[src/rtl/pmon_pkg.sv]
package pmon_pkg;
  localparam int ADDR_W = 16;
  localparam int DATA_W = 8;

  localparam logic [ADDR_W-1:0] A_CFG_A  = 16'h0000;
  localparam logic [ADDR_W-1:0] A_CFG_B  = 16'h0001;
  localparam logic [ADDR_W-1:0] A_ID_END = 16'h0006;
  localparam logic [ADDR_W-1:0] A_REV    = 16'h0006;
  localparam logic [ADDR_W-1:0] A_VID_LO = 16'h000C;
  localparam logic [ADDR_W-1:0] A_VID_HI = 16'h000D;
  localparam logic [ADDR_W-1:0] A_UPD    = 16'h000F;
  localparam logic [ADDR_W-1:0] A_CTRL   = 16'h0100;
  localparam logic [ADDR_W-1:0] A_STAT   = 16'h0103;
  localparam logic [ADDR_W-1:0] A_V_LO   = 16'h0200;
  localparam logic [ADDR_W-1:0] A_V_HI   = 16'h0201;
  localparam logic [ADDR_W-1:0] A_C_LO   = 16'h0202;
  localparam logic [ADDR_W-1:0] A_C_HI   = 16'h0203;

  localparam logic [7:0] CFG_A_RST = 8'h99;

  function automatic logic is_readable(input logic [ADDR_W-1:0] a);
    return (a <= A_ID_END) || (a == A_VID_LO) || (a == A_VID_HI) ||
           (a == A_UPD) || (a == A_CTRL) || (a == A_STAT) ||
           ((a >= A_V_LO) && (a <= A_C_HI));
  endfunction

  function automatic logic is_writable(input logic [ADDR_W-1:0] a);
    return (a == A_CFG_A) || (a == A_CFG_B) || (a == A_UPD) || (a == A_CTRL);
  endfunction
endpackage

[src/rtl/pmon_sync.sv]
module pmon_sync #(
  parameter int W = 3,
  parameter int STAGES = 2,
  parameter logic [W-1:0] RST_VAL = '0
) (
  input  logic         clk_i,
  input  logic         rst_ni,
  input  logic [W-1:0] d_i,
  output logic [W-1:0] q_o
);
  logic [W-1:0] stage_q [STAGES];

  always_ff @(posedge clk_i or negedge rst_ni) begin
    if (!rst_ni) stage_q[0] <= RST_VAL;
    else         stage_q[0] <= d_i;
  end

  for (genvar s = 1; s < STAGES; s++) begin : g_stage
    always_ff @(posedge clk_i or negedge rst_ni) begin
      if (!rst_ni) stage_q[s] <= RST_VAL;
      else         stage_q[s] <= stage_q[s-1];
    end
  end

  assign q_o = stage_q[STAGES-1];
endmodule

[src/rtl/pmon_txn_ctrl.sv]
module pmon_txn_ctrl
  import pmon_pkg::*;
(
  input  logic              clk_i,
  input  logic              rst_ni,
  input  logic              sclk_i,
  input  logic              cs_ni,
  input  logic              mosi_i,
  output logic              miso_o,
  output logic              cs_active_o,
  output logic              wr_en_o,
  output logic [ADDR_W-1:0] wr_addr_o,
  output logic [DATA_W-1:0] wr_data_o,
  output logic              rd_done_o,
  output logic [ADDR_W-1:0] done_addr_o,
  output logic [ADDR_W-1:0] rd_addr_o,
  input  logic [DATA_W-1:0] rd_data_i
);
  localparam int CMD_W = ADDR_W;
  localparam int CNT_W = $clog2(CMD_W);
  localparam logic [CNT_W-1:0] LAST_CMD = CNT_W'(CMD_W - 1);
  localparam logic [CNT_W-1:0] LAST_BIT = CNT_W'(DATA_W - 1);

  logic              sclk_q, cmd_phase_q, is_read_q, miso_q;
  logic              wr_en_q, rd_done_q;
  logic [CNT_W-1:0]  bit_cnt_q;
  logic [CMD_W-2:0]  shift_q;
  logic [ADDR_W-1:0] addr_q, done_addr_q;
  logic [DATA_W-1:0] tx_q, wr_data_q;
  logic [CMD_W-1:0]  cmd_word;
  logic              rise, fall, cs_active;

  assign cs_active = !cs_ni;
  assign rise      = sclk_i && !sclk_q;
  assign fall      = !sclk_i && sclk_q;
  assign cmd_word  = {shift_q, mosi_i};

  always_ff @(posedge clk_i or negedge rst_ni) begin
    if (!rst_ni) begin
      sclk_q      <= 1'b0;
      cmd_phase_q <= 1'b1;
      is_read_q   <= 1'b0;
      miso_q      <= 1'b0;
      wr_en_q     <= 1'b0;
      rd_done_q   <= 1'b0;
      bit_cnt_q   <= '0;
      shift_q     <= '0;
      addr_q      <= '0;
      done_addr_q <= '0;
      tx_q        <= '0;
      wr_data_q   <= '0;
    end else begin
      sclk_q    <= sclk_i;
      wr_en_q   <= 1'b0;
      rd_done_q <= 1'b0;
      if (!cs_active) begin
        cmd_phase_q <= 1'b1;
        bit_cnt_q   <= '0;
        miso_q      <= 1'b0;
      end else begin
        if (rise) begin
          shift_q <= cmd_word[CMD_W-2:0];
          if (cmd_phase_q) begin
            if (bit_cnt_q == LAST_CMD) begin
              cmd_phase_q <= 1'b0;
              bit_cnt_q   <= '0;
              is_read_q   <= cmd_word[CMD_W-1];
              addr_q      <= {1'b0, cmd_word[CMD_W-2:0]};
            end else begin
              bit_cnt_q <= bit_cnt_q + 1'b1;
            end
          end else if (bit_cnt_q == LAST_BIT) begin
            bit_cnt_q   <= '0;
            addr_q      <= addr_q - 1'b1;
            done_addr_q <= addr_q;
            if (is_read_q) begin
              rd_done_q <= 1'b1;
            end else begin
              wr_en_q   <= 1'b1;
              wr_data_q <= cmd_word[DATA_W-1:0];
            end
          end else begin
            bit_cnt_q <= bit_cnt_q + 1'b1;
          end
        end
        // mode 0: next bit presented on the falling edge, byte loaded at its boundary
        if (fall && !cmd_phase_q && is_read_q) begin
          if (bit_cnt_q == '0) begin
            miso_q <= rd_data_i[DATA_W-1];
            tx_q   <= {rd_data_i[DATA_W-2:0], 1'b0};
          end else begin
            miso_q <= tx_q[DATA_W-1];
            tx_q   <= {tx_q[DATA_W-2:0], 1'b0};
          end
        end
      end
    end
  end

  assign miso_o      = miso_q;
  assign cs_active_o = cs_active;
  assign wr_en_o     = wr_en_q;
  assign wr_addr_o   = done_addr_q;
  assign wr_data_o   = wr_data_q;
  assign rd_done_o   = rd_done_q;
  assign done_addr_o = done_addr_q;
  assign rd_addr_o   = addr_q;

  a_r6_miso_idle: assert property (@(posedge clk_i) disable iff (!rst_ni)
    !cs_active |=> !miso_o);
  a_r3_addr_steps_down: assert property (@(posedge clk_i) disable iff (!rst_ni)
    rd_done_q |-> (addr_q == done_addr_q - 1'b1));
  a_r2_single_direction: assert property (@(posedge clk_i) disable iff (!rst_ni)
    !(wr_en_q && rd_done_q));
endmodule

[src/rtl/pmon_ready_timer.sv]
module pmon_ready_timer #(
  parameter int CYCLES = 32
) (
  input  logic clk_i,
  input  logic rst_ni,
  input  logic restart_i,
  output logic ready_o
);
  localparam int CW = $clog2(CYCLES + 1);
  localparam logic [CW-1:0] LIMIT = CW'(CYCLES);

  logic [CW-1:0] cnt_q;

  assign ready_o = (cnt_q == LIMIT);

  always_ff @(posedge clk_i or negedge rst_ni) begin
    if (!rst_ni)        cnt_q <= '0;
    else if (restart_i) cnt_q <= '0;
    else if (!ready_o)  cnt_q <= cnt_q + 1'b1;
  end

  a_r10_restart_clears: assert property (@(posedge clk_i) disable iff (!rst_ni)
    restart_i |=> !ready_o);
  a_r9_ready_sticky: assert property (@(posedge clk_i) disable iff (!rst_ni)
    (ready_o && !restart_i) |=> ready_o);
endmodule

[src/rtl/pmon_reg_map.sv]
module pmon_reg_map
  import pmon_pkg::*;
#(
  parameter int SAMPLE_W = 12,
  parameter int READY_CYCLES = 32,
  parameter logic [7:0] REV_ID = 8'h01,
  parameter logic [15:0] VENDOR_ID = 16'h0104
) (
  input  logic                clk_i,
  input  logic                rst_ni,
  input  logic                cs_active_i,
  input  logic                wr_en_i,
  input  logic [ADDR_W-1:0]   wr_addr_i,
  input  logic [DATA_W-1:0]   wr_data_i,
  input  logic                rd_done_i,
  input  logic [ADDR_W-1:0]   done_addr_i,
  input  logic [ADDR_W-1:0]   rd_addr_i,
  output logic [DATA_W-1:0]   rd_data_o,
  input  logic [SAMPLE_W-1:0] cur_i,
  input  logic [SAMPLE_W-1:0] volt_i
);
  localparam int DATA_BYTES = 4;
  localparam int SEQ_W = $clog2(DATA_BYTES);
  localparam logic [SEQ_W-1:0] SEQ_LAST = SEQ_W'(DATA_BYTES - 1);

  logic [7:0]          cfg_a_q, upd_q, ctrl_q;
  logic [7:1]          cfg_b_q;
  logic [SAMPLE_W-1:0] held_c_q, held_v_q;
  logic [SEQ_W-1:0]    seq_q;
  logic                soft_rst, ready;
  logic [ADDR_W-1:0]   exp_addr;
  logic [15:0]         cur16, volt16;

  assign soft_rst = wr_en_i && (wr_addr_i == A_CFG_B) && wr_data_i[0];
  assign exp_addr = A_C_HI - ADDR_W'(seq_q);
  assign cur16    = 16'(held_c_q);
  assign volt16   = 16'(held_v_q);

  pmon_ready_timer #(.CYCLES(READY_CYCLES)) u_timer (
    .clk_i     (clk_i),
    .rst_ni    (rst_ni),
    .restart_i (soft_rst),
    .ready_o   (ready)
  );

  always_ff @(posedge clk_i or negedge rst_ni) begin
    if (!rst_ni) begin
      cfg_a_q <= CFG_A_RST;
      cfg_b_q <= '0;
      upd_q   <= '0;
      ctrl_q  <= '0;
    end else begin
      if (wr_en_i && is_writable(wr_addr_i)) begin
        unique case (wr_addr_i)
          A_CFG_A: cfg_a_q <= wr_data_i;
          A_CFG_B: cfg_b_q <= wr_data_i[7:1];
          A_UPD:   upd_q   <= wr_data_i;
          default: ctrl_q  <= wr_data_i;
        endcase
      end
      if (soft_rst) begin
        upd_q  <= '0;
        ctrl_q <= '0;
      end
    end
  end

  // descending-read tracker and sample commit
  always_ff @(posedge clk_i or negedge rst_ni) begin
    if (!rst_ni) begin
      seq_q    <= '0;
      held_c_q <= '0;
      held_v_q <= '0;
    end else if (!cs_active_i || wr_en_i) begin
      seq_q <= '0;
      if (soft_rst) begin
        held_c_q <= '0;
        held_v_q <= '0;
      end
    end else if (rd_done_i) begin
      if (done_addr_i == exp_addr) begin
        if (seq_q == SEQ_LAST) begin
          seq_q    <= '0;
          held_c_q <= cur_i;
          held_v_q <= volt_i;
        end else begin
          seq_q <= seq_q + 1'b1;
        end
      end else if (done_addr_i == A_C_HI) begin
        seq_q <= SEQ_W'(1);
      end else begin
        seq_q <= '0;
      end
    end
  end

  always_comb begin
    rd_data_o = '0;
    if (is_readable(rd_addr_i)) begin
      unique case (rd_addr_i)
        A_CFG_A:  rd_data_o = cfg_a_q;
        A_CFG_B:  rd_data_o = {cfg_b_q, 1'b0};
        A_REV:    rd_data_o = REV_ID;
        A_VID_LO: rd_data_o = VENDOR_ID[7:0];
        A_VID_HI: rd_data_o = VENDOR_ID[15:8];
        A_UPD:    rd_data_o = upd_q;
        A_CTRL:   rd_data_o = ctrl_q;
        A_STAT:   rd_data_o = {7'b0, ready};
        A_V_LO:   rd_data_o = volt16[7:0];
        A_V_HI:   rd_data_o = volt16[15:8];
        A_C_LO:   rd_data_o = cur16[7:0];
        A_C_HI:   rd_data_o = cur16[15:8];
        default:  rd_data_o = '0;
      endcase
    end
  end

  a_r5_hold_until_last: assert property (@(posedge clk_i) disable iff (!rst_ni)
    (rd_done_i && done_addr_i != A_V_LO) |=> ($stable(held_c_q) && $stable(held_v_q)));
  a_r10_cfg_a_kept: assert property (@(posedge clk_i) disable iff (!rst_ni)
    soft_rst |=> $stable(cfg_a_q));
  a_r8_ignored_write: assert property (@(posedge clk_i) disable iff (!rst_ni)
    (wr_en_i && !is_writable(wr_addr_i)) |=>
      ($stable(cfg_a_q) && $stable(cfg_b_q) && $stable(upd_q) && $stable(ctrl_q)));
endmodule

[src/rtl/pmon_spi_target.sv]
module pmon_spi_target
  import pmon_pkg::*;
#(
  parameter int SAMPLE_W = 12,
  parameter int SYNC_STAGES = 2,
  parameter int READY_CYCLES = 32,
  parameter logic [7:0] REV_ID = 8'h01,
  parameter logic [15:0] VENDOR_ID = 16'h0104
) (
  input  logic                clk_i,
  input  logic                rst_ni,
  input  logic                sclk_i,
  input  logic                cs_ni,
  input  logic                mosi_i,
  output logic                miso_o,
  input  logic [SAMPLE_W-1:0] cur_sample_i,
  input  logic [SAMPLE_W-1:0] volt_sample_i
);
  logic [2:0]        pins_s;
  logic              cs_active, wr_en, rd_done;
  logic [ADDR_W-1:0] wr_addr, done_addr, rd_addr;
  logic [DATA_W-1:0] wr_data, rd_data;

  pmon_sync #(.W(3), .STAGES(SYNC_STAGES), .RST_VAL(3'b010)) u_sync (
    .clk_i  (clk_i),
    .rst_ni (rst_ni),
    .d_i    ({sclk_i, cs_ni, mosi_i}),
    .q_o    (pins_s)
  );

  pmon_txn_ctrl u_txn (
    .clk_i       (clk_i),
    .rst_ni      (rst_ni),
    .sclk_i      (pins_s[2]),
    .cs_ni       (pins_s[1]),
    .mosi_i      (pins_s[0]),
    .miso_o      (miso_o),
    .cs_active_o (cs_active),
    .wr_en_o     (wr_en),
    .wr_addr_o   (wr_addr),
    .wr_data_o   (wr_data),
    .rd_done_o   (rd_done),
    .done_addr_o (done_addr),
    .rd_addr_o   (rd_addr),
    .rd_data_i   (rd_data)
  );

  pmon_reg_map #(
    .SAMPLE_W     (SAMPLE_W),
    .READY_CYCLES (READY_CYCLES),
    .REV_ID       (REV_ID),
    .VENDOR_ID    (VENDOR_ID)
  ) u_regs (
    .clk_i       (clk_i),
    .rst_ni      (rst_ni),
    .cs_active_i (cs_active),
    .wr_en_i     (wr_en),
    .wr_addr_i   (wr_addr),
    .wr_data_i   (wr_data),
    .rd_done_i   (rd_done),
    .done_addr_i (done_addr),
    .rd_addr_i   (rd_addr),
    .rd_data_o   (rd_data),
    .cur_i       (cur_sample_i),
    .volt_i      (volt_sample_i)
  );
endmodule

[config.mk]
export PLATFORM = sky130hd
export DESIGN_NAME = pmon_spi_target
export DESIGN_NICKNAME = d
export VERILOG_FILES = /design/src/rtl/pmon_pkg.sv /design/src/rtl/pmon_sync.sv /design/src/rtl/pmon_txn_ctrl.sv /design/src/rtl/pmon_ready_timer.sv /design/src/rtl/pmon_reg_map.sv /design/src/rtl/pmon_spi_target.sv
export SDC_FILE = /design/constraint.sdc
export NUM_CORES = 1
export LEC_CHECK = 0
export BUFFER_PORTS_ARGS = -buffer_cell sky130_fd_sc_hd__buf_2
export CORE_UTILIZATION = 30
export CTS_CLUSTER_SIZE = 24
export DETAILED_ROUTE_END_ITERATION = 8
export PLACE_DENSITY = 0.48
export SETUP_SLACK_MARGIN = 0.02
export SLEW_MARGIN = 25
export SYNTH_ARGS = -nofsm -noshare
export SYNTH_HDL_FRONTEND = slang
export SYNTH_SLANG_ARGS = --single-unit
[constraint.sdc]
create_clock -name clk_i -period 2.1 [get_ports clk_i]
set_input_delay 0 -clock clk_i [delete_from_list [all_inputs] [get_ports clk_i]]
set_output_delay 0 -clock clk_i [all_outputs]
set_load 0.02 [all_outputs]
# Word-level counts from Yosys, hierarchy flattened
# Cells that the tools add are included.
# Widths: inputs -> output; s select.
# classes
mux	50
order_cmp	3
bitwise_logic	3
n_reduce_logical	45
n_addsub	5
eq_ne	24
# op_table
operator	n
$mux 12	9
$pmux 8 s11	1
$eq 16x10->1 const B	5
$eq 16x4->1 const B	4
$mux 8	8
$eq 16x9->1 const B	3
$mux 16	3
$eq 16x1->1 const B	2
$logic_not 16->1	2
$mux 4	5
$mux 1	18
$eq 16x16->1	1
$eq 16x3->1 const B	1
$ge 16x10->1 const B	1
$le 16x10->1 const B	1
$le 16x3->1 const B	1
$reduce_and 4->1	4
$reduce_bool 2->1	8
$sub 16x1->16 const B	1
$mux 6	2
$reduce_and 2->1	6
$sub 10x2->11 const A	1
$logic_or 1x1->1	10
$logic_and 1x1->1	8
16 further kinds	25
# totals
register_bits	142
inputBits	29

# Longest topological paths before layout
# Gate-level depths: netlist (run 1).
# logic_depth
word_depth	11
depth_mapped	8
ltp_nobuf	7

# Hierarchy
# A second synthesis (run 1) with hierarchy kept.
# hier_totals
hier_cells	619
area_unflattened_um2	6972.9
# modules_own_cells
mod	instances	cells_per_inst	area_each_um2
pmon_txn_ctrl	1	314	3502.1
pmon_reg_map	1	265	2969.1
pmon_ready_timer	1	31	326.6
pmon_sync	1	9	175.2

# Worst setup path before layout (run 1)
# Ideal clock, no wire load.
# synth_path
kind	reg-to-reg
from	register u_sync.stage_q (netlist bit u_sync.q_o[1])
to	register u_txn.wr_data_q[1], in the netlist u_txn.wr_data_o[1]
path_buffers	2
path_stages_with_launch	7
arrival_ps	2020
required_ps	1975
slack_ps	-45
setup_ps	125
path_cell_list	dfstp_2 -> or3b_1 -> buf_2 -> or4_4 -> buf_6 -> nor2_4 -> mux2_2
# synth_between
elab_chain_cells	2
# synth_lines
item	line	text
from (decl)	pmon_sync.sv:11	logic [W-1:0] stage_q [STAGES];
from (signal, indexed assignment)	pmon_sync.sv:21	else stage_q[s] <= stage_q[s-1];
$not 1->1 (no line)	n/a	
$reduce_and 5->1 (no line)	n/a	
to (signal assigned)	pmon_txn_ctrl.sv:80	wr_data_q <= cmd_word[DATA_W-1:0];
to (decl)	pmon_txn_ctrl.sv:29	logic [DATA_W-1:0] tx_q, wr_data_q;
# Every way passes these cells.
# A chain may end at the register's enable or synchronous reset.

# Final worst setup path (run 1)
# layout_path
from	register u_txn.done_addr_q[3], in the netlist u_txn.done_addr_o[3]
to	register u_regs.cfg_a_q[5]
# layout_between
elab_chain_cells	6
word_cells_on_any_way	9
# layout_lines
item	line	text
from (decl)	pmon_txn_ctrl.sv:28	logic [ADDR_W-1:0] addr_q, done_addr_q;
from (signal assigned)	pmon_txn_ctrl.sv:75	done_addr_q <= addr_q;
$eq 16x1->1 or $logic_not 16->1 (tied branches)	pmon_pkg.sv:28, pmon_reg_map.sv:54	
$logic_or 1x1->1 (3 in a row)	pmon_pkg.sv:28	return (a == A_CFG_A) || (a == A_CFG_B) || (a == A_UPD) || (a == A_CTRL);
$logic_and 1x1->1	pmon_reg_map.sv:53	if (wr_en_i && is_writable(wr_addr_i)) begin
$reduce_and 2->1 (no line) (*)	n/a	
to (signal assigned)	pmon_reg_map.sv:55	A_CFG_A: cfg_a_q <= wr_data_i;
to (decl)	pmon_reg_map.sv:26	logic [7:0] cfg_a_q, upd_q, ctrl_q;
# Mark *: on every way between the ends. The rest lies on a longest branch, timed or not.

==> results of run 1 <==
==> cells by family (layout without fill, tap and decap cells) <==
logic type | Yosys count | count (layout) | synth area share
AOI/OAI and AO/OA | 143 | 143 | 0.145
adders and majority gates | 10 | 10 | 0.0186
xor gates and xnor gates | 10 | 10 | 0.0130
DFF | 141 | 141 | 0.527
and+or+nand+nor | 174 | 174 | 0.146
buffers and inverters | 50 | 181 | 0.0319
muxes | 73 | 73 | 0.119
==> per-stage QoR <==
step	setup slack [ns]	cell area (um2)	hold slack [ns]	utilization	TNS [ns]
2_1_floorplan	-0.0426	6770	-0.296	-	-0.448
3_3_place_gp	-0.0763	7760	0.00722	0.354	-0.502
3_5_place_dp	-0.105	7760	0.0176	0.354	-0.954
4_1_cts	0.0242	8670	0.146	0.396	0
5_1_grt	-0.0542	8770	0.176	0.401	-0.973
6_report	0.0420	8770	0.118	0.401	0
==> synth_stat cells (all sizes together) (7+ instances only) <==
master	number
nor2	53
nand2	31
a22o	27
dfstp	7
a21oi	31
a221oi	7
nand3	11
and3	10
mux2	54
inv	17
clkbuf	24
o21ai	39
dfrtp	134
xor2	7
nor3	18
ha	10
buf	9
a32oi	8
mux2i	19
nor4	12
nor2b	9
==> cell type report <==
class	instances	area [um2]
Timing Repair Buffer	132	1100
Fill cell	2124	13100
Tap cell	280	350
Multi-Input combinational cell	410	3110
Clock inverter	12	144
Inverter	17	66.3
Clock buffer	20	457
Sequential cell	141	3540
==> path summary, 6_finish.rpt <==
check                                     start                 endpoint  cells past startpoint
min reg2reg                   u_sync.stage_q[3]            u_sync.q_o[0]                      0
max in group asynchronous                rst_ni       u_txn.rd_addr_o[7]                      3
min in group clk_i                       mosi_i        u_sync.stage_q[3]                      2
max                        u_txn.done_addr_o[3]        u_regs.cfg_a_q[5]                      5
max reg2reg                u_txn.done_addr_o[3]        u_regs.cfg_a_q[5]                      5
min                                      rst_ni  u_regs.u_timer.cnt_q[5]                      2
==> what timing repair did <==
item                                    in CTS  in global routing
hold buffers                                28                  0
pin swaps                                    1                  4
buffers inserted                             0                  2
endpoints found under the setup margin      40                 55
hold endpoints to repair                    83                  0
gates resized for setup                      5                 21
==> flip-flops by register name (all words and copies together) (netlist names), 2 cells and up <==
register              cells
u_regs.u_timer.cnt_q      6
u_regs.cfg_b_q            7
u_regs.held_v_q          12
u_regs.ctrl_q             8
u_txn.rd_addr_o          16
u_sync.stage_q            3
u_regs.held_c_q          12
u_txn.bit_cnt_q           4
u_regs.seq_q              2
u_txn.shift_q            15
u_regs.upd_q              8
u_sync.q_o                3
u_txn.wr_data_o           8
u_txn.tx_q                7
u_regs.cfg_a_q            8
u_txn.done_addr_o        16
==> power groups by stage <==
stage                     Combinational, mW  Sequential (mW)  Clock (mW)
final                                 0.284             2.90        3.05
after detailed placement              0.249             2.95           0
after global routing                  0.325             2.92        3.26
after floorplan                       0.132             2.90           0
after CTS                             0.291             2.90        3.14
after global placement                0.241             2.95           0
==> worst max-delay path, delay by kind of cell, from the launching register on <==
kind	cells	cell delay, ns
mux	1	0.34
buf+inv	2	0.37
simple gates	2	0.82
flops	1	0.41
==> per-layer routing <==
layer	up-vias	global-route usage
met5	-	0
met4	0	0.0639
met3	17	0.0347
met2	88	0.260
met1	2491	0.208
li1	2440	-
==> qor.txt, run 1 <==
Core Footprint: 21900 um2
Die area: 23000 um2
Critical Path Max Stage Delay: 0.54 ns
Gr usage total: 0.160
Wire per inst: 17.1 um
CTS tree: done
I/O Buffers: 29
DR top layer: met4
Rows: 54
Die W: 152 um
Lkg Pwr: 3.98 nW
Clock-pin slew on the worst setup and hold paths: 0.06 ns
Num ports: 30
Flop2flop setup slack: 0.04 ns
Power Total: 6.23 mW
RSZ-0062 raised after global routing: yes
First-pass GRT wire length: 27.4 mm
Area share of the largest cell type after synthesis: 0.499
Clock Skew: 0.00842 ns
Final hold violation count: 0
M1 WL: 8.11 mm
Post-Syn Area: 6720 um2
Commonest non-fill, non-tap cell in the layout: dfrtp_1
Combinational Power Share: 0.045
Area delta synth->final: 30.6%
Final wirelength: 17.3 mm
Internal power: 4.88 mW
Period utilization: 0.980
Commonest cells after routing, fill and taps aside: dfrtp_1, buf_4, nor2_1
Gr ovfl total: 0
Critical Path AT: 2.36 ns
Critical path class: flip-flop to flip-flop
Via/cell ratio: 4.98
Clock share of power: 0.489
Diodes inserted: 0
Dpl hpwl: 12.5 mm
Starting Density: 0.307
Synth cell types: 59
Setup violators final: 0
Violation count after the first detailed-route iteration: 261
Tmin final: 2.06 ns
Worst EP required: 2.40 ns
Initial antenna violation count: 0
Top cells by area, synth: dfrtp_1, mux2_2, a22o_1
Die Ht: 152 um
CP cell instances: or4_4 > buf_4 > nor4_4 > buf_6 > mux2_2
Most frequently used flop master after synthesis: dfrtp_1
DR WL met2: 8.44 mm
Crit. End Element: flip-flop
Switching share of power: 0.218
CTS Buf Count: 17
MaxCap Viol Count: 0
DRC Markers: 0
Net Sw Power: 1.36 mW
Vias: 5036
CTS H-tree lvls: 4
Worst-margin pin slew: 0.566 ns
Clk sinks: 141
Leading area contributor after synthesis: dfrtp_1
Yosys reg bits: 141
Final max-slew violation count: 0
Placed cells: 950
ANT nets after route: 0
Syn nets: 640
Slowest CP cell: or4_4
Pwr dens: 711 nW/um2
Clk_lat worst skew: 0.42 ns
Vias in the first global route: 4971
Number of synthesized flops with an enable pin: 0
Startpoint Class: flip-flop
Pre-antenna DRT Iters: 5
CTS max path bufs: 2
Post-Syn Instances: 601
Layout cells sized above 1: 0.316
Final Non-Filler Cells: 1012
Routed wl met3: 496 um
Peak Freq: 0.486 GHz
Sequential power share: 0.465
Worst hold path class: input port to async pin
Async SR Flop Fraction: 1.00
Worst VDD drop: 0.612 mV
Outcome: complete, no violations
Routability Congestion: 0.846
Synth Warn #: 0
Post-layout nets: 758
Avg Synthesized Cell Area: 11.2 um2
Worst Path Max Fanout: 8
Root buf cell: clkbuf_16
Largest net degree at the start of global routing: 60
Sequential-to-total area share from yosys stat: 0.527
Relative slew slack: 0.623
Note: power is estimated with default switching activity, not from simulation.
==> run 2, diff against run 1 <==
ABC_AREA = 1   (was unset)
SETUP_SLACK_MARGIN = 0.05   (was 0.02)
==> qor.txt, run 2 <==
ANT nets after route: 0
Relative slew slack: 0.475
Critical path class: flip-flop to flip-flop
Net Sw Power: 1.49 mW
Crit path to: u_txn.rd_addr_o[11]
Most frequent cell after synthesis: nand2_1
CP Launch Point: u_sync.q_o[1]
CTS H-tree lvls: 4
I/O Buffers: 29
Pre-antenna DRT Iters: 5
Worst hold path class: input port to async pin
CTS Buf Count: 17
Wire per inst: 15.3 um
DRC Markers: 0
Commonest non-fill, non-tap cell in the layout: nand2_1
Violation count after the first detailed-route iteration: 300
Critical Path Max Stage Delay: 0.56 ns
Clock share of power: 0.489
Synth top cells by count: nand2_1, dfrtp_1, nand3_1
Gr usage total: 0.171
Via/cell ratio: 4.71
Internal power: 4.52 mW
Clock Skew: 0.0144 ns
Setup violators final: 0
Core Footprint: 22600 um2
Gr ovfl total: 0
Initial antenna violation count: 0
Sequential-to-total area share from yosys stat: 0.514
Vias: 5840
Layout cells sized above 1: 0.151
Worst Path Max Fanout: 13
Final Non-Filler Cells: 1239
Fin worst setup slack: 0.231 ns
Synth Warn #: 0
Post-Syn Area: 6890 um2
Num ports: 30
FF-to-FF End: u_txn.rd_addr_o[11]
Switching share of power: 0.248
Root buf cell: clkbuf_16
Peak Freq: 0.535 GHz
Routability Congestion: 0.822
Flop2flop setup slack: 0.23 ns
Period utilization: 0.890
Slowest CP cell: dfstp_2
Crit. End Element: flip-flop
First-pass GRT wire length: 31.5 mm
Post-layout nets: 980
Vias in the first global route: 5835
CP cell instances: inv_1 > nand2_1 > inv_2 > nand2_4 > nand2_1 > inv_1 > buf_4 > a21oi_1 > o21ai_0 > o21ai_0
Diodes inserted: 0
Placed cells: 1172
Commonest cells after routing, fill and taps aside: nand2_1, dfrtp_1, nand3_1
Worst EP required: 2.40 ns
Starting Density: 0.305
Final wirelength: 19.0 mm
CTS max path bufs: 2
Final hold violation count: 0
Area share of the largest cell type after synthesis: 0.487
Setup TNS: 0 ns
Clk_lat worst skew: 0.43 ns
Async SR Flop Fraction: 1.00
Rows: 55
Worst r2r path cells: 10
Top cells by area, synth: dfrtp_1, nand2_1, nand3_1
FF-to-FF Start: u_sync.q_o[1]
Number of synthesized flops with an enable pin: 0
Area delta synth->final: 24.1%
Pwr dens: 703 nW/um2
MaxCap Viol Count: 0
Combinational Power Share: 0.044
RSZ-0062 raised after global routing: no
Die W: 154 um
Worst VDD drop: 0.479 mV
Clock-pin slew on the worst setup and hold paths: 0.07 ns
Sequential power share: 0.467
Outcome: complete, no violations
Most frequently used flop master after synthesis: dfrtp_1
Worst-margin pin slew: 0.787 ns
Dpl hpwl: 13.1 mm
Leading area contributor after synthesis: dfrtp_1
Avg Synthesized Cell Area: 8.05 um2
Post-Syn Instances: 855
Die area: 23600 um2
Lkg Pwr: 4.20 nW
Syn nets: 894
Largest net degree at the start of global routing: 56
Yosys reg bits: 141
Clk sinks: 141
CTS tree: done
Setup WS pre-CTS: 0.0602 ns
Synth cell types: 38
Final max-slew violation count: 0
Die Ht: 154 um
Startpoint Class: flip-flop
Critical Path AT: 2.17 ns
Tmin final: 1.87 ns
run 2: worst min path at each step:
| stage | start | end | slack, ns |
|---|---|---|---|
| floorplan | rst_ni | u_regs.cfg_a_q[1] | -0.30 |
| global placement | rst_ni | u_regs.held_c_q[8] | -0.007 |
| detailed placement | rst_ni | u_regs.held_c_q[0] | 0.002 |
| CTS | rst_ni | u_regs.held_c_q[0] | 0.10 |
| global route | rst_ni | u_regs.held_c_q[3] | 0.12 |
| finish | rst_ni | u_regs.held_c_q[3] | 0.09 |
run 2: layout make-up:
type                            count  area [um2]
Clock buffer                       18         429
Clock inverter                     14         135
Fill cell                        2339       14000
Inverter                           87         329
Multi-Input combinational cell    598        2960
Sequential cell                   141        3540
Tap cell                          285         357
Timing Repair Buffer               96         800
run 2: worst max-delay path, delay by kind of cell, from the launching register on:
kind | cells | cell delay [ns]
DFF | 1 | 0.56
buffers and inverters | 4 | 0.52
and+or+nand+nor | 3 | 0.43
AOI/OAI and AO/OA | 3 | 0.25
run 2: cells by family after synthesis:
| logic type | count (synthesis) | share of synthesized area |
|---|---|---|
| AND/OR/NAND/NOR | 455 | 0.285 |
| multiplexers | 9 | 0.0145 |
| flip-flops | 141 | 0.514 |
| AO/OA/AOI/OAI | 115 | 0.0896 |
| adder cells (fa/ha/maj) | 10 | 0.0182 |
| buffers and inverters | 117 | 0.0690 |
| XOR/XNOR | 8 | 0.0102 |
run 2: per-stage QoR:
step                      instance area [um2]  hold WS (ns)  power (mW)  utilization
after floorplan                          6890        -0.296        2.93            -
after detailed placement                 7560       0.00153        3.08        0.335
after global routing                     8540         0.118        6.24        0.378
after CTS                                8410         0.102        6.06        0.373
after global placement                   7560      -0.00685        3.08        0.335
final                                    8540        0.0852        6.00        0.378
run 2: metal layers:
metal,part of all wire,vias to the layer above,GRT usage,wire length [um]
li1,-,2968,-,-
met2,0.46,86,0.275,8830
met1,0.50,2775,0.236,9410
met4,0.0081,0,0.0376,154
met3,0.032,11,0.0366,608
met5,0,-,0,0
run 2: power groups by stage:
| stage | Sequential, mW | Clock, mW | Combinational [mW] |
|---|---|---|---|
| 6_report | 2.80 | 2.93 | 0.265 |
| 5_1_grt | 2.81 | 3.12 | 0.308 |
| 4_1_cts | 2.81 | 2.99 | 0.269 |
| 3_5_place_dp | 2.86 | 0 | 0.229 |
| 3_3_place_gp | 2.86 | 0 | 0.228 |
| 2_1_floorplan | 2.84 | 0 | 0.0922 |
run 2: what timing repair did:
item                       CTS  global route
buffers inserted             0             6
gates cloned                 0             1
hold endpoints to repair   115             0
pin swaps                    0             2
gates resized for setup      1            17
setup endpoints to repair    9            50
hold buffers                28             0
==> run 3, diff against run 2 <==
PLACE_DENSITY = 0.47   (was 0.48)
==> qor.txt, run 3 (synthesis results as in run 2) <==
Outcome: complete, no violations
Period utilization: 0.913
Relative slew slack: 0.631
Clock Skew: 0.00986 ns
Worst Path Max Fanout: 15
Startpoint Class: flip-flop
Gr ovfl total: 0
Tmin final: 1.92 ns
Worst-margin pin slew: 0.553 ns
CTS H-tree lvls: 4
Critical Path AT: 2.21 ns
Final hold violation count: 0
Clk sinks: 141
DRC Markers: 0
Num ports: 30
Placed cells: 1176
Vias: 5777
Die Ht: 154 um
Critical path class: flip-flop to flip-flop
Rows: 55
Wire per inst: 14.9 um
Critical path buffers and inverters: 3
CP cell instances: inv_1 > nor2_1 > nand2_1 > inv_1 > nand2_2 > nor2_1 > inv_2 > nand2_1 > o21ai_0
Crit path to: u_txn.wr_data_o[3]
Worst hold path class: input port to async pin
Met1 usage in global routing: 0.232
Global Route met2 Usage: 0.261
Dominant delay contributor by cell family on the critical path: simple AND/OR/NAND/NOR gates
CP Launch Point: u_sync.q_o[2]
Diodes inserted: 0
Setup violators final: 0
Final core occ: 0.379
Power Total: 6.25 mW
Area delta synth->final: 24.3%
Placed Area: 7580 um2
Vias in the first global route: 5679
Gr usage total: 0.165
Core Footprint: 22600 um2
MaxCap Viol Count: 0
Peak Freq: 0.522 GHz
Initial antenna violation count: 0
Pre-antenna DRT Iters: 5
Fillers: 2323
I/O Buffers: 29
Worst VDD drop: 0.464 mV
Starting Density: 0.305
ANT nets after route: 0
CTS max path bufs: 2
Pwr dens: 730 nW/um2
RSZ-0062 raised after global routing: yes
Commonest cells after routing, fill and taps aside: nand2_1, dfrtp_1, nand3_1
Dpl hpwl: 13.0 mm
Commonest non-fill, non-tap cell in the layout: nand2_1
Final Cell Area: 8560 um2
WP depth: 9
Via/cell ratio: 4.66
Lkg Pwr: 4.22 nW
Crit. End Element: flip-flop
Largest net degree at the start of global routing: 56
Die area: 23600 um2
Die W: 154 um
FF-to-FF Start: u_sync.q_o[2]
Worst EP required: 2.39 ns
Final Non-Filler Cells: 1239
CTS tree: done
Violation count after the first detailed-route iteration: 311
Slowest CP cell: dfrtp_1
Routability Congestion: 0.821
Final wirelength: 18.5 mm
Post-layout nets: 981
First-pass GRT wire length: 30.4 mm
Setup TNS: 0 ns
Clock-pin slew on the worst setup and hold paths: 0.06 ns
Worst r2r path cells: 9
Layout cells sized above 1: 0.149
Final max-slew violation count: 0
Met3 global-route usage: 0.0347
Critical Path Max Stage Delay: 0.41 ns
GRT busiest layer: met2
CTS Buf Count: 17
Root buf cell: clkbuf_16
FF-to-FF End: u_txn.wr_data_o[3]
Flop2flop setup slack: 0.18 ns
Clk_lat worst skew: 0.42 ns
-- run 3: through the flow --
stage                     hold WS, ns  setup WS (ns)
after CTS                       0.139         0.0620
final                           0.112          0.183
after detailed placement       0.0163         0.0358
after global placement         0.0164         0.0129
after global routing            0.145        0.00344
after floorplan                -0.296          0.389
-- run 3: routing by layer --
layer	wire length, um	up-vias
li1	-	2970
met1	9410	2726
met2	8450	74
met3	510	7
met4	128	0
met5	0	-
-- run 3: what timing repair did --
item | 4_1_cts | 5_1_grt
endpoints found under the hold margin | 78 | 0
endpoints found under the setup margin | 1 | 39
gates resized for setup | 1 | 11
pin swaps | 0 | 1
hold buffers | 28 | 0
buffers inserted | 0 | 4
-- run 3: cell type report --
type | count | area [um2] | share of cell area
timing repair buffer | 98 | 810 | 0.0945
clock inverter | 14 | 190 | 0.0222
tap | 285 | 357 | 0.0416
multi-input combinational | 597 | 2920 | 0.341
inverter | 87 | 327 | 0.0381
clock buffer | 17 | 425 | 0.0497
sequential | 141 | 3540 | 0.413
-- run 3: worst min-delay path by stage --
stage	to	startpoint	depth (start not counted)	slack [ns]
after global routing	u_regs.held_v_q[1]	rst_ni	2	0.14
after floorplan	u_regs.cfg_a_q[1]	rst_ni	0	-0.30
final	u_regs.held_v_q[1]	rst_ni	2	0.11
after CTS	u_regs.held_v_q[1]	rst_ni	2	0.14
after detailed placement	u_regs.held_v_q[1]	rst_ni	1	0.02
after global placement	u_regs.held_c_q[0]	rst_ni	1	0.02
-- run 3: worst reg2reg max path: stages (launching register included) --
cell     delay [ns]
dfrtp_1        0.41
inv_1          0.09
nor2_1         0.09
nand2_1        0.12
inv_1          0.26
nand2_2        0.14
nor2_1         0.30
inv_2          0.20
nand2_1        0.11
o21ai_0        0.07
-- run 3: power by group --
| part | leakage, nW | switching (mW) | internal [mW] |
|---|---|---|---|
| registers | 1.80 | 0.0368 | 2.77 |
| logic | 2.12 | 0.160 | 0.103 |
| clock network | 0.300 | 1.20 | 1.99 |
| total | 4.22 | 1.40 | 4.85 |
